===== src/rtl/fp_minmax_unit.sv =====
module fp_minmax_unit (
  input  logic        clk,
  input  logic        rst_n,
  input  logic [63:0] op_a,
  input  logic [63:0] op_b,
  input  logic        dbl_sel,
  input  logic        max_sel,
  input  logic        in_vld,
  output logic [63:0] res,
  output logic        inv_flag,
  output logic        out_vld
);

  logic        nan_a, nan_b, qbit_a, qbit_b, snan_a, snan_b;
  logic [63:0] a_w, b_w, key_a, key_b, cmp_res, nxt_res, canon;
  logic        pick_a;

  assign a_w = dbl_sel ? op_a : {32'h0, op_a[31:0]};
  assign b_w = dbl_sel ? op_b : {32'h0, op_b[31:0]};

  assign nan_a = dbl_sel ? (&op_a[62:52] && |op_a[51:0]) : (&op_a[30:23] && |op_a[22:0]);
  assign nan_b = dbl_sel ? (&op_b[62:52] && |op_b[51:0]) : (&op_b[30:23] && |op_b[22:0]);
  assign qbit_a = dbl_sel ? op_a[51] : op_a[22];
  assign qbit_b = dbl_sel ? op_b[51] : op_b[22];
  assign snan_a = nan_a && !qbit_a;
  assign snan_b = nan_b && !qbit_b;

  // monotonic key: negatives inverted, positives get the top bit set
  assign key_a = dbl_sel ? (op_a[63] ? ~op_a : {1'b1, op_a[62:0]})
                         : {32'h0, (op_a[31] ? ~op_a[31:0] : {1'b1, op_a[30:0]})};
  assign key_b = dbl_sel ? (op_b[63] ? ~op_b : {1'b1, op_b[62:0]})
                         : {32'h0, (op_b[31] ? ~op_b[31:0] : {1'b1, op_b[30:0]})};

  assign pick_a  = max_sel ? (key_a > key_b) : (key_a < key_b);
  assign cmp_res = pick_a ? a_w : b_w;
  assign canon   = dbl_sel ? 64'hFFFF_FFFF_FFFF_FFFF : 64'h0000_0000_FFFF_FFFF;

  always_comb begin
    if (nan_a && nan_b) nxt_res = canon;
    else if (nan_a)     nxt_res = b_w;
    else if (nan_b)     nxt_res = a_w;
    else                nxt_res = cmp_res;
  end

  always_ff @(posedge clk) begin
    if (!rst_n) begin
      res      <= '0;
      inv_flag <= 1'b0;
      out_vld  <= 1'b0;
    end else begin
      out_vld <= in_vld;
      if (in_vld) begin
        res      <= nxt_res;
        inv_flag <= snan_a || snan_b;
      end
    end
  end

  AST_VLD_DELAY: assert property (@(posedge clk) disable iff (!rst_n)
    out_vld == $past(in_vld)) else $error("AST_VLD_DELAY");

  AST_SP_UPPER_ZERO: assert property (@(posedge clk) disable iff (!rst_n)
    in_vld && !dbl_sel |=> res[63:32] == 32'h0) else $error("AST_SP_UPPER_ZERO");

  AST_ONE_NAN_OTHER: assert property (@(posedge clk) disable iff (!rst_n)
    in_vld && nan_a && !nan_b |=> res == $past(b_w)) else $error("AST_ONE_NAN_OTHER");

  AST_SNAN_FLAG: assert property (@(posedge clk) disable iff (!rst_n)
    in_vld && (snan_a || snan_b) |=> inv_flag) else $error("AST_SNAN_FLAG");

  AST_CANON_NAN: assert property (@(posedge clk) disable iff (!rst_n)
    in_vld && nan_a && nan_b |=> (&res[31:0]) && (res[63:32] == ($past(dbl_sel) ? 32'hFFFF_FFFF : 32'h0)))
    else $error("AST_CANON_NAN");

  AST_QNAN_QUIET: assert property (@(posedge clk) disable iff (!rst_n)
    in_vld && !snan_a && !snan_b |=> !inv_flag) else $error("AST_QNAN_QUIET");

  AST_PICK_OPERAND: assert property (@(posedge clk) disable iff (!rst_n)
    in_vld && !nan_a && !nan_b |=> (res == $past(a_w)) || (res == $past(b_w)))
    else $error("AST_PICK_OPERAND");

  AST_IDLE_HOLD: assert property (@(posedge clk) disable iff (!rst_n)
    !in_vld && out_vld |=> $stable(res) && $stable(inv_flag)) else $error("AST_IDLE_HOLD");

endmodule


===== config.mk =====
export PLATFORM = sky130hd
export DESIGN_NAME = fp_minmax_unit
export DESIGN_NICKNAME = d
export VERILOG_FILES = /design/src/rtl/fp_minmax_unit.sv
export SDC_FILE = /design/constraint.sdc
export NUM_CORES = 1
export LEC_CHECK = 0
export BUFFER_PORTS_ARGS = -buffer_cell sky130_fd_sc_hd__buf_4
export CORE_MARGIN = 4
export CORE_UTILIZATION = 35
export CTS_BUF_LIST = sky130_fd_sc_hd__clkbuf_2
export CTS_CLUSTER_SIZE = 24
export DETAILED_ROUTE_END_ITERATION = 10
export GPL_ROUTABILITY_DRIVEN = 0
export PLACE_DENSITY = 0.65
export SETUP_SLACK_MARGIN = 0.15
export SYNTH_ARGS = -nofsm -noshare
export SYNTH_HDL_FRONTEND = slang
export SYNTH_SLANG_ARGS = --single-unit
export TNS_END_PERCENT = 50

===== constraint.sdc =====
create_clock -name clk -period 5.37 [get_ports clk]
set_input_delay 0.537 -clock clk [delete_from_list [all_inputs] [get_ports clk]]
set_output_delay 0.537 -clock clk [all_outputs]
set_load 0.005 [all_outputs]

==> reports/qor.yml, run 1 <==
io_buffers: 198
setup_viol: 0
yosys_warnings: 0
cts_tree: "built"
crit_slowest_cell: "mux2i_4"
yosys.area.top_type: "dfxtp_1"
r2r-start: "res[27]"
hold_depth: 3
timing.final.crit_period_ns: 4.15
synthesis.nets: 1029
vias: 6870
cellLeakagePower_nw: 3.57
cts_buffers: 9
rsz0062_at_grt: "false"
pwr_density_cell_nw_per_um2: 193
grt_pass1_vias: 6786
max_freq_mhz: 241
die_area_um2: 21300
min_path_type: "in -> reg"
synth-async-reset-ratio: 0
seq_area_frac_synth: 0.199
antenna_found_initial: 0
cap_viol_max_count: 0
synthCells: 830
holdPathEnd: "res[21]"
worstPathRequired_ns: 5.85
netlist_top_cells_area: "dfxtp_1 20%, ha_1 12%, xor2_1 12%, o31ai_2 5.3%, a21oi_1 4.7%"
post-dp-hpwl_um: 17500
rows: 50
die_height_um: 146
hold_viol: 0
peakVddDrop_mv: 0.126
grt_overflow: 0
swShare: 0.412
final.period_utilization: 0.774
pwr-share-comb: 0.502
fp.coreArea_um2: 18700
cp.arrival_ns: 4.63
clk_pin_slew_ns: 0.20
hold_buffers: 0
final_layout_size_suffix_gt1_frac: 0.301
setup.worst_path.end_class: "register"
mostFrequentLayoutCell: "buf_4"
grt.total_usage: 0.213
crit_chain: "buf_4 > mux2i_4 > buf_4 > xor2_1 > ha_1 > a21oi_1 > o21ai_0 > a31oi_1 > a41oi_1 > o31ai_1 > a21bo_4 > buf_4 > a21oi_2 > o31ai_2"
p_total_mw: 1.61
ys_ff_latch: 66
power_frac_clock: 0.156
ctsHtreeMaxLevel: 3
final_nets: 1189
mostFrequentLayoutCells: "212 x buf_4, 91 x xor2_1, 80 x nand2_1, 66 x ha_1, 66 x dfxtp_1"
grt_pass1_wl_um: 36900
ys.flop_type: "dfxtp_1"
seqPwrFrac: 0.342
finClkSkew_ns: 0
p_int_mw: 0.947
wl_per_cell_um: 18.9
cp-start-kind: "input port"
post_synth.cell_area_avg_um2: 8.02
status: "finished clean"
grt_max_degree: 70
worst_pin_slew_ns: 1.00
rr_endpoint: "res[27]"
post_cts_resized: 0
drt_iter0_markers: 476
wl_um: 23100
io_pins: 199
fillers: 1874
via_per_inst: 5.60
syn_area_um2: 6650
syn2layout_area_growth_pct: 25.3
cp_common_cell: "buf_4"
postCtsSetupRepairBufs: 0
maxSlewHeadroom: 0.329
slowest_delay_ns: 0.59
dr.pass1.iters: 5
start_util: 0.356
crit_type: "in -> reg"
drc: 0
synth_cell_types: 53
cp_max_fo: 35
cts_buffer_depth: 2
antenna_cells: 0
fin_setup_tns_ns: 0
synth_top_area_frac: 0.199
holdCritStartpoint: "op_a[21]"
r2r_slack_ns: 4.65
slew_violations: 0
cts.sinks: 66
root_buffer: "clkbuf_2"
p_switching_mw: 0.663
insertion_delay_ns: 0.58
ff2ff_path_depth: 2
final_antenna_net_count: 0
die_x_um: 146
synth_edf_count: 0
power groups by stage:
stage,Combinational (mW),Clock (mW),Sequential [mW]
after floorplan,0.506,0,0.561
after global placement,0.794,0,0.561
after detailed placement,0.803,0,0.560
after CTS,0.808,0.263,0.551
after global routing,0.903,0.278,0.556
final,0.808,0.251,0.551
sequential cells by signal, indices dropped and copies added, names as in the netlist:
signal    flops
inv_flag      1
out_vld       1
res          64
per-stage QoR:
| step | utilization | cells | worst slack (ns) | cell area, um^2 | hold WS, ns |
|---|---|---|---|---|---|
| 4_1_cts | 0.446 | 1226 | 1.29 | 8340 | 0.188 |
| 6_report | 0.446 | 1226 | 1.22 | 8340 | 0.213 |
| 2_1_floorplan | - | 830 | 1.35 | 6650 | 0.449 |
| 3_5_place_dp | 0.442 | 1213 | 0.723 | 8270 | 0.451 |
| 5_1_grt | 0.446 | 1226 | 0.983 | 8340 | 0.183 |
| 3_3_place_gp | 0.442 | 1213 | 0.771 | 8270 | 0.447 |
layout make-up:
type | count | area, um^2 | area share
inverters | 11 | 41.3 | 0.00495
repair buffers | 214 | 1630 | 0.196
flip-flops and latches | 66 | 1320 | 0.158
clock inverters | 1 | 5.00 | 0.000600
well taps | 234 | 293 | 0.0351
multi-input cells | 688 | 4990 | 0.598
clock buffers | 12 | 60.1 | 0.00720
worst max path at each step:
| stage | from | end | slack, ns | cells after the start |
|---|---|---|---|---|
| 2_1_floorplan | op_a[63] | res[43] | 1.35 | 14 |
| 3_3_place_gp | dbl_sel | res[63] | 0.77 | 13 |
| 3_5_place_dp | dbl_sel | res[63] | 0.72 | 13 |
| 4_1_cts | op_b[63] | res[58] | 1.29 | 14 |
| 5_1_grt | op_b[63] | res[61] | 0.98 | 14 |
| 6_report | op_b[63] | res[58] | 1.22 | 14 |
layer usage:
metal	wire length [um]	track usage	up-vias
met2	10500	0.346	286
met3	2070	0.0617	24
met4	298	0.0399	0
met1	10200	0.283	3231
met5	0	0	-
li1	-	-	3329
worst max-delay path, delay by kind of cell:
| kind | cells | cell delay [ns] |
|---|---|---|
| compound gates | 8 | 2.04 |
| xor+xnor | 1 | 0.18 |
| fa+ha+maj | 1 | 0.27 |
| buf+inv | 3 | 0.99 |
| mux | 1 | 0.59 |
cells in the mapped netlist (all sizes together) (2+ instances only):
cell / number
or4: 2
o31ai: 33
ha: 66
nor3: 35
mux2: 2
nor4: 27
nand3: 8
o21a: 3
a31oi: 33
and4: 3
xnor2: 35
a21o: 9
nor4b: 2
inv: 11
nor2: 8
nor2b: 4
nand2: 81
and2: 32
a211oi: 2
a21oi: 90
dfxtp: 66
nand4: 23
xor2: 91
clkbuf: 35
o211ai: 2
buf: 30
o21ai: 80
mux2i: 2
kinds of logic after synthesis:
| family | Yosys count | synth area share |
|---|---|---|
| adders and majority gates | 66 | 0.124 |
| buffers and inverters | 76 | 0.0592 |
| muxes | 4 | 0.00639 |
| xor gates and xnor gates | 126 | 0.166 |
| DFF | 66 | 0.199 |
| and+or+nand+nor | 227 | 0.175 |
| AOI/OAI and AO/OA | 265 | 0.271 |
(Power assumes the default switching activity.)
==> run 2: changes to the inputs <==
- clock period: 5.37 -> 4.04 ns (I/O delays scaled with it)
==> run 2 against run 1 <==
Compared with the run above: critical path depth fell by 1; via count shrank 0.89%; combinational power is 35% higher; sequential power increased by 33%; first-iteration DRC count is 21% lower.
==> reports/qor.yml, run 2 (synthesis gave the netlist of run 1 again) <==
via_per_inst: 5.53  # -1.3%
antenna_found_initial: 0  # unchanged
io_buffers: 198  # unchanged
setup_viol: 0  # unchanged
multi_input_area_um2: 4990  # unchanged
fillers: 1859  # -0.80%
fin_setup_tns_ns: 0  # unchanged
final_layout_size_suffix_gt1_frac: 0.304  # +0.00250
r2r_slack_ns: 3.36  # -1.29 ns
grt.total_usage: 0.208  # -0.00516
post-dp-hpwl_um: 17400  # -0.53%
hold_viol: 0  # unchanged
cp_max_fo: 47  # +34%
worstPathRequired_ns: 4.51  # -1.34 ns
seq_area_um2: 1320  # unchanged
insertion_delay_ns: 0.58  # about the same
cts.sinks: 66  # unchanged
cts_buffer_depth: 2  # unchanged
status: "finished clean"
setup.worst_path.end_class: "register"
start_util: 0.356  # unchanged
largest_reg_flops: 64  # unchanged
max_freq_mhz: 289
ctsHtreeMaxLevel: 3  # unchanged
hold_buffers: 0  # unchanged
top_register: "res"
cp.arrival_ns: 3.93  # -0.70 ns
root_buffer: "clkbuf_2"
die_height_um: 146  # unchanged
cts_tree: "built"
holdCritStartpoint: "op_a[15]"
postCtsSetupRepairBufs: 0  # unchanged
post_cts_resized: 0  # unchanged
antenna_cells: 0  # unchanged
final_cell_area_um2: 8440  # +1.2%
finClkSkew_ns: 0  # unchanged
grt_overflow: 0  # unchanged
r2r-start: "res[2]"
syn2layout_area_growth_pct: 26.8
dp_cells: 1215  # +0.16%
p_total_mw: 2.18  # +36%
rr_endpoint: "res[2]"
grt_pass1_wl_um: 36000  # -2.2%
mostFrequentLayoutCell: "buf_4"
grtUsageMet1: 0.267  # -0.0157
slew_violations: 0  # unchanged
final_antenna_net_count: 0  # unchanged
final.period_utilization: 0.855
vias: 6809  # -0.89%
cp-start-kind: "input port"
holdPathEnd: "res[15]"
die_x_um: 146  # unchanged
final_cells: 1231  # +0.41%
dr.pass1.iters: 4  # -1
wl_per_cell_um: 18.5  # -1.7%
placed_area_um2: 8350  # +0.94%
reg_top3: "res x64, inv_flag x1, out_vld x1"
die_area_um2: 21300  # unchanged
peakVddDrop_mv: 0.110  # -13%
grt.busiest_layer: "met2"
drt_iter0_markers: 376  # -21%
timing.final.crit_period_ns: 3.45
rows: 50  # unchanged
cellLeakagePower_nw: 3.61  # +1.0%
use_met2: 0.340  # -0.00675
rsz0062_at_grt: "false"
clk_pin_slew_ns: 0.23  # +0.03 ns
crit_type: "in -> reg"
io_pins: 199  # unchanged
wl_um: 22800  # -1.3%
pwr_density_cell_nw_per_um2: 259  # +34%
cts_buffers: 9  # unchanged
met3_usage: 0.0576  # -0.00405
fp.coreArea_um2: 18700  # unchanged
mostFrequentLayoutCells: "209 x buf_4, 91 x xor2_1, 80 x nand2_1, 66 x ha_1, 66 x dfxtp_1"
maxSlewHeadroom: 0.374  # +0.0444
min_path_type: "in -> reg"
grt_max_degree: 48  # -31%
final_nets: 1191  # +0.17%
drc: 0  # unchanged
cap_viol_max_count: 0  # unchanged
grt_pass1_vias: 6652  # -2.0%
hold_depth: 3  # unchanged
worst_pin_slew_ns: 0.936  # -0.0664 ns
ff2ff_path_depth: 2  # unchanged
run 2: cell types whose count changed in the layout (fill, tap and decap cells not counted):
cell	delta
buf_12	+5
buf_4	-3
clkbuf_2	-2
clkinv_2	+2
clkinvlp_4	+2
clkinv_1	+1
run 2: cell type report:
class,instances,area share
repair buffers,216,0.203
flip-flops and latches,66,0.157
clock inverters,6,0.00400
well taps,234,0.0347
clock buffers,10,0.00593
inverters,11,0.00489
multi-input cells,688,0.591
run 2: report_power, final:
part           internal [mW]  switching (mW)  leakage (nW)
Clock                 0.0776           0.286        0.0551
Combinational          0.490           0.598          3.01
Sequential             0.704          0.0275         0.544
Total                   1.27           0.912          3.61
run 2: metrics by stage:
stage               hold slack (ns)   util  setup WS [ns]
floorplan                     0.449      -          0.152
global placement              0.446  0.446          0.106
detailed placement            0.453  0.446         0.0458
CTS                          0.0115  0.451          0.658
global route                 0.0492  0.451          0.363
finish                       0.0705  0.451          0.585
run 2: per-layer routing:
metal  wire length [um]  up-vias
met1              10100     3196
met5                  0        -
met4                398        0
met2              10400      242
li1                   -     3343
met3               1930       28
run 2: worst max-delay path, stage by stage:
cell and delay (ns):
buf_4 0.26, buf_4 0.41, nand2_1 0.11, ha_1 0.29
nand2_1 0.05, or4_1 0.51, or4_1 0.59, nor2_2 0.13
a2111o_2 0.19, o21a_4 0.36, buf_12 0.25, a21oi_1 0.09
o31ai_1 0.24
run 2: how the worst max path moves through the flow:
stage	start	end	slack, ns	depth (start not counted)
final	dbl_sel	res[33]	0.59	13
after global routing	dbl_sel	res[33]	0.36	13
after CTS	dbl_sel	res[33]	0.66	13
after detailed placement	dbl_sel	res[33]	0.05	13
after global placement	dbl_sel	res[32]	0.11	13
after floorplan	op_a[63]	res[43]	0.15	14
==> run 3: changes to the inputs <==
- CORE_UTILIZATION: 35 -> 54
- PLACE_DENSITY: 0.65 -> 0.9
==> run 3 against run 2 <==
Compared with the run above: worst setup slack gained 0.024 ns; clock-buffer cell count shrank 1; routed wire length fell by 5.9%; power increased by 5.0%; critical path type unchanged; register-to-register slack lost 0.03 ns; critical endpoint is now res[50]; sequential share of layout area about the same; highest routed layer unchanged; first-iteration DRC count grew 120%; combinational power barely moved; largest power group unchanged.
==> reports/qor.yml, run 3 (synthesis gave the netlist of run 1 again) <==
slowest_delay_ns: 0.60  # about the same
rsz0062_at_grt: "false"
maxSlewHeadroom: 0.491  # +0.117
grt_max_degree: 51  # +6.3%
wl_um: 21500  # -5.9%
crit_type: "in -> reg"
crit_chain: "buf_4 > buf_4 > buf_4 > xor2_1 > and2_1 > ha_1 > nand4_1 > or4_1 > nor2_2 > a2111o_2 > o21a_4 > buf_12 > a21oi_2 > o31ai_2"
grt_pass1_vias: 7066  # +6.2%
min_path_type: "in -> reg"
start_util: 0.552  # +0.196
grt_pass1_wl_um: 34400  # -4.5%
vias: 7217  # +6.0%
drt_iter0_markers: 832  # +120%
slew_violations: 0  # unchanged
dr.pass1.iters: 7  # +3
cts_buffer_depth: 2  # unchanged
fin_setup_tns_ns: 0  # unchanged
cp.arrival_ns: 3.88  # -0.05 ns
fin_util: 0.698  # +0.247
critical-path-top-delay-family: "simple AND/OR/NAND/NOR gates"
pwr_density_cell_nw_per_um2: 272  # +5.3%
max_freq_mhz: 291  # +0.71%
io_buffers: 198  # unchanged
final_antenna_net_count: 0  # unchanged
p_total_mw: 2.29  # +5.0%
die_x_um: 119  # -18%
cp_common_cell: "buf_4"
r2r-start: "res[15]"
via_per_inst: 6.19  # +12%
cap_viol_max_count: 0  # unchanged
startpoint: "op_a[63]"
root_buffer: "clkbuf_2"
fp.coreArea_um2: 12100  # -36%
rows: 40  # -20%
mostFrequentLayoutCells: "209 x buf_4, 91 x xor2_1, 81 x nand2_1, 66 x ha_1, 66 x dfxtp_1"
cellLeakagePower_nw: 3.63  # +0.69%
finClkSkew_ns: 0  # unchanged
hold_viol: 0  # unchanged
die_height_um: 119  # -18%
grt.total_usage: 0.292  # +0.0839
cp-start-kind: "input port"
insertion_delay_ns: 0.53  # -0.05 ns
hold_buffers: 0  # unchanged
drc: 0  # unchanged
final.period_utilization: 0.849  # -0.00599
holdCritStartpoint: "op_a[19]"
clk_pin_slew_ns: 0.23  # about the same
crit_slowest_cell: "or4_1"
io_pins: 199  # unchanged
mostFrequentLayoutCell: "buf_4"
largest_reg_flops: 64  # unchanged
final_nets: 1192  # +0.084%
die_area_um2: 14200  # -33%
wl_per_cell_um: 18.4  # -0.65%
worst_pin_slew_ns: 0.763  # -0.173 ns
peakVddDrop_mv: 0.155  # +41%
postCtsSetupRepairBufs: 0  # unchanged
cts_tree: "built"
cts.sinks: 66  # unchanged
worstPathRequired_ns: 4.49  # -0.02 ns
status: "finished clean"
post-dp-hpwl_um: 16500  # -5.4%
cts_buffers: 9  # unchanged
antenna_cells: 0  # unchanged
grt_overflow: 0  # unchanged
ctsHtreeMaxLevel: 3  # unchanged
timing.final.crit_period_ns: 3.43  # -0.0242 ns
setup_viol: 0  # unchanged
post_cts_resized: 0  # unchanged
setup.worst_path.end_class: "register"
reg_top3: "res x64, inv_flag x1, out_vld x1"
cp.buffers_inverters: 4  # +1
top_register: "res"
cp_max_fo: 32  # -32%
antenna_found_initial: 0  # unchanged
final_layout_size_suffix_gt1_frac: 0.302  # -0.00231
syn2layout_area_growth_pct: 26.5
-- run 3: final cells by class --
cell class                      instances  area (um^2)
Clock buffer                            9         45.0
Inverter                               11         41.3
Tap cell                              168          210
Clock inverter                          7         83.8
Multi-Input combinational cell        688         4980
Sequential cell                        66         1320
Fill cell                             932         3650
Timing Repair Buffer                  217         1730
-- run 3: per-stage QoR --
step                      hold slack, ns  setup slack (ns)  area, um^2  instances
after CTS                         0.0925             0.675        8420       1166
after floorplan                    0.449             0.152        6650        830
after global routing               0.100             0.486        8420       1166
final                              0.105             0.609        8420       1166
after global placement             0.444             0.203        8290       1150
after detailed placement           0.450             0.109        8290       1150
-- run 3: path summary, 6_finish.rpt --
kind                            endpoint  slack (ns)  cells after the start
worst max-delay path             res[50]        0.61                     14
worst min-delay path             res[19]        0.11                      3
worst max register to register   res[15]        3.33                      2
worst min register to register   res[49]        0.48                      2
-- run 3: where the power goes --
group | switching, mW | internal (mW) | leakage, nW | total, mW
combinational | 0.605 | 0.496 | 3.01 | 1.10
clock | 0.264 | 0.197 | 0.0744 | 0.461
sequential | 0.0268 | 0.704 | 0.544 | 0.731
total | 0.896 | 1.40 | 3.63 | 2.29
-- run 3: worst min-delay path: cells and delay by family --
family / cells / cell delay [ns]
buffers and inverters: 1 / 0.12
AO/OA/AOI/OAI: 2 / 0.13
-- run 3: per-layer routing --
metal,wire (um),track usage,share of wire
met1,8660,0.366,0.40
met2,10100,0.478,0.47
met3,1950,0.0617,0.091
met4,797,0.133,0.037
met5,0,0,0
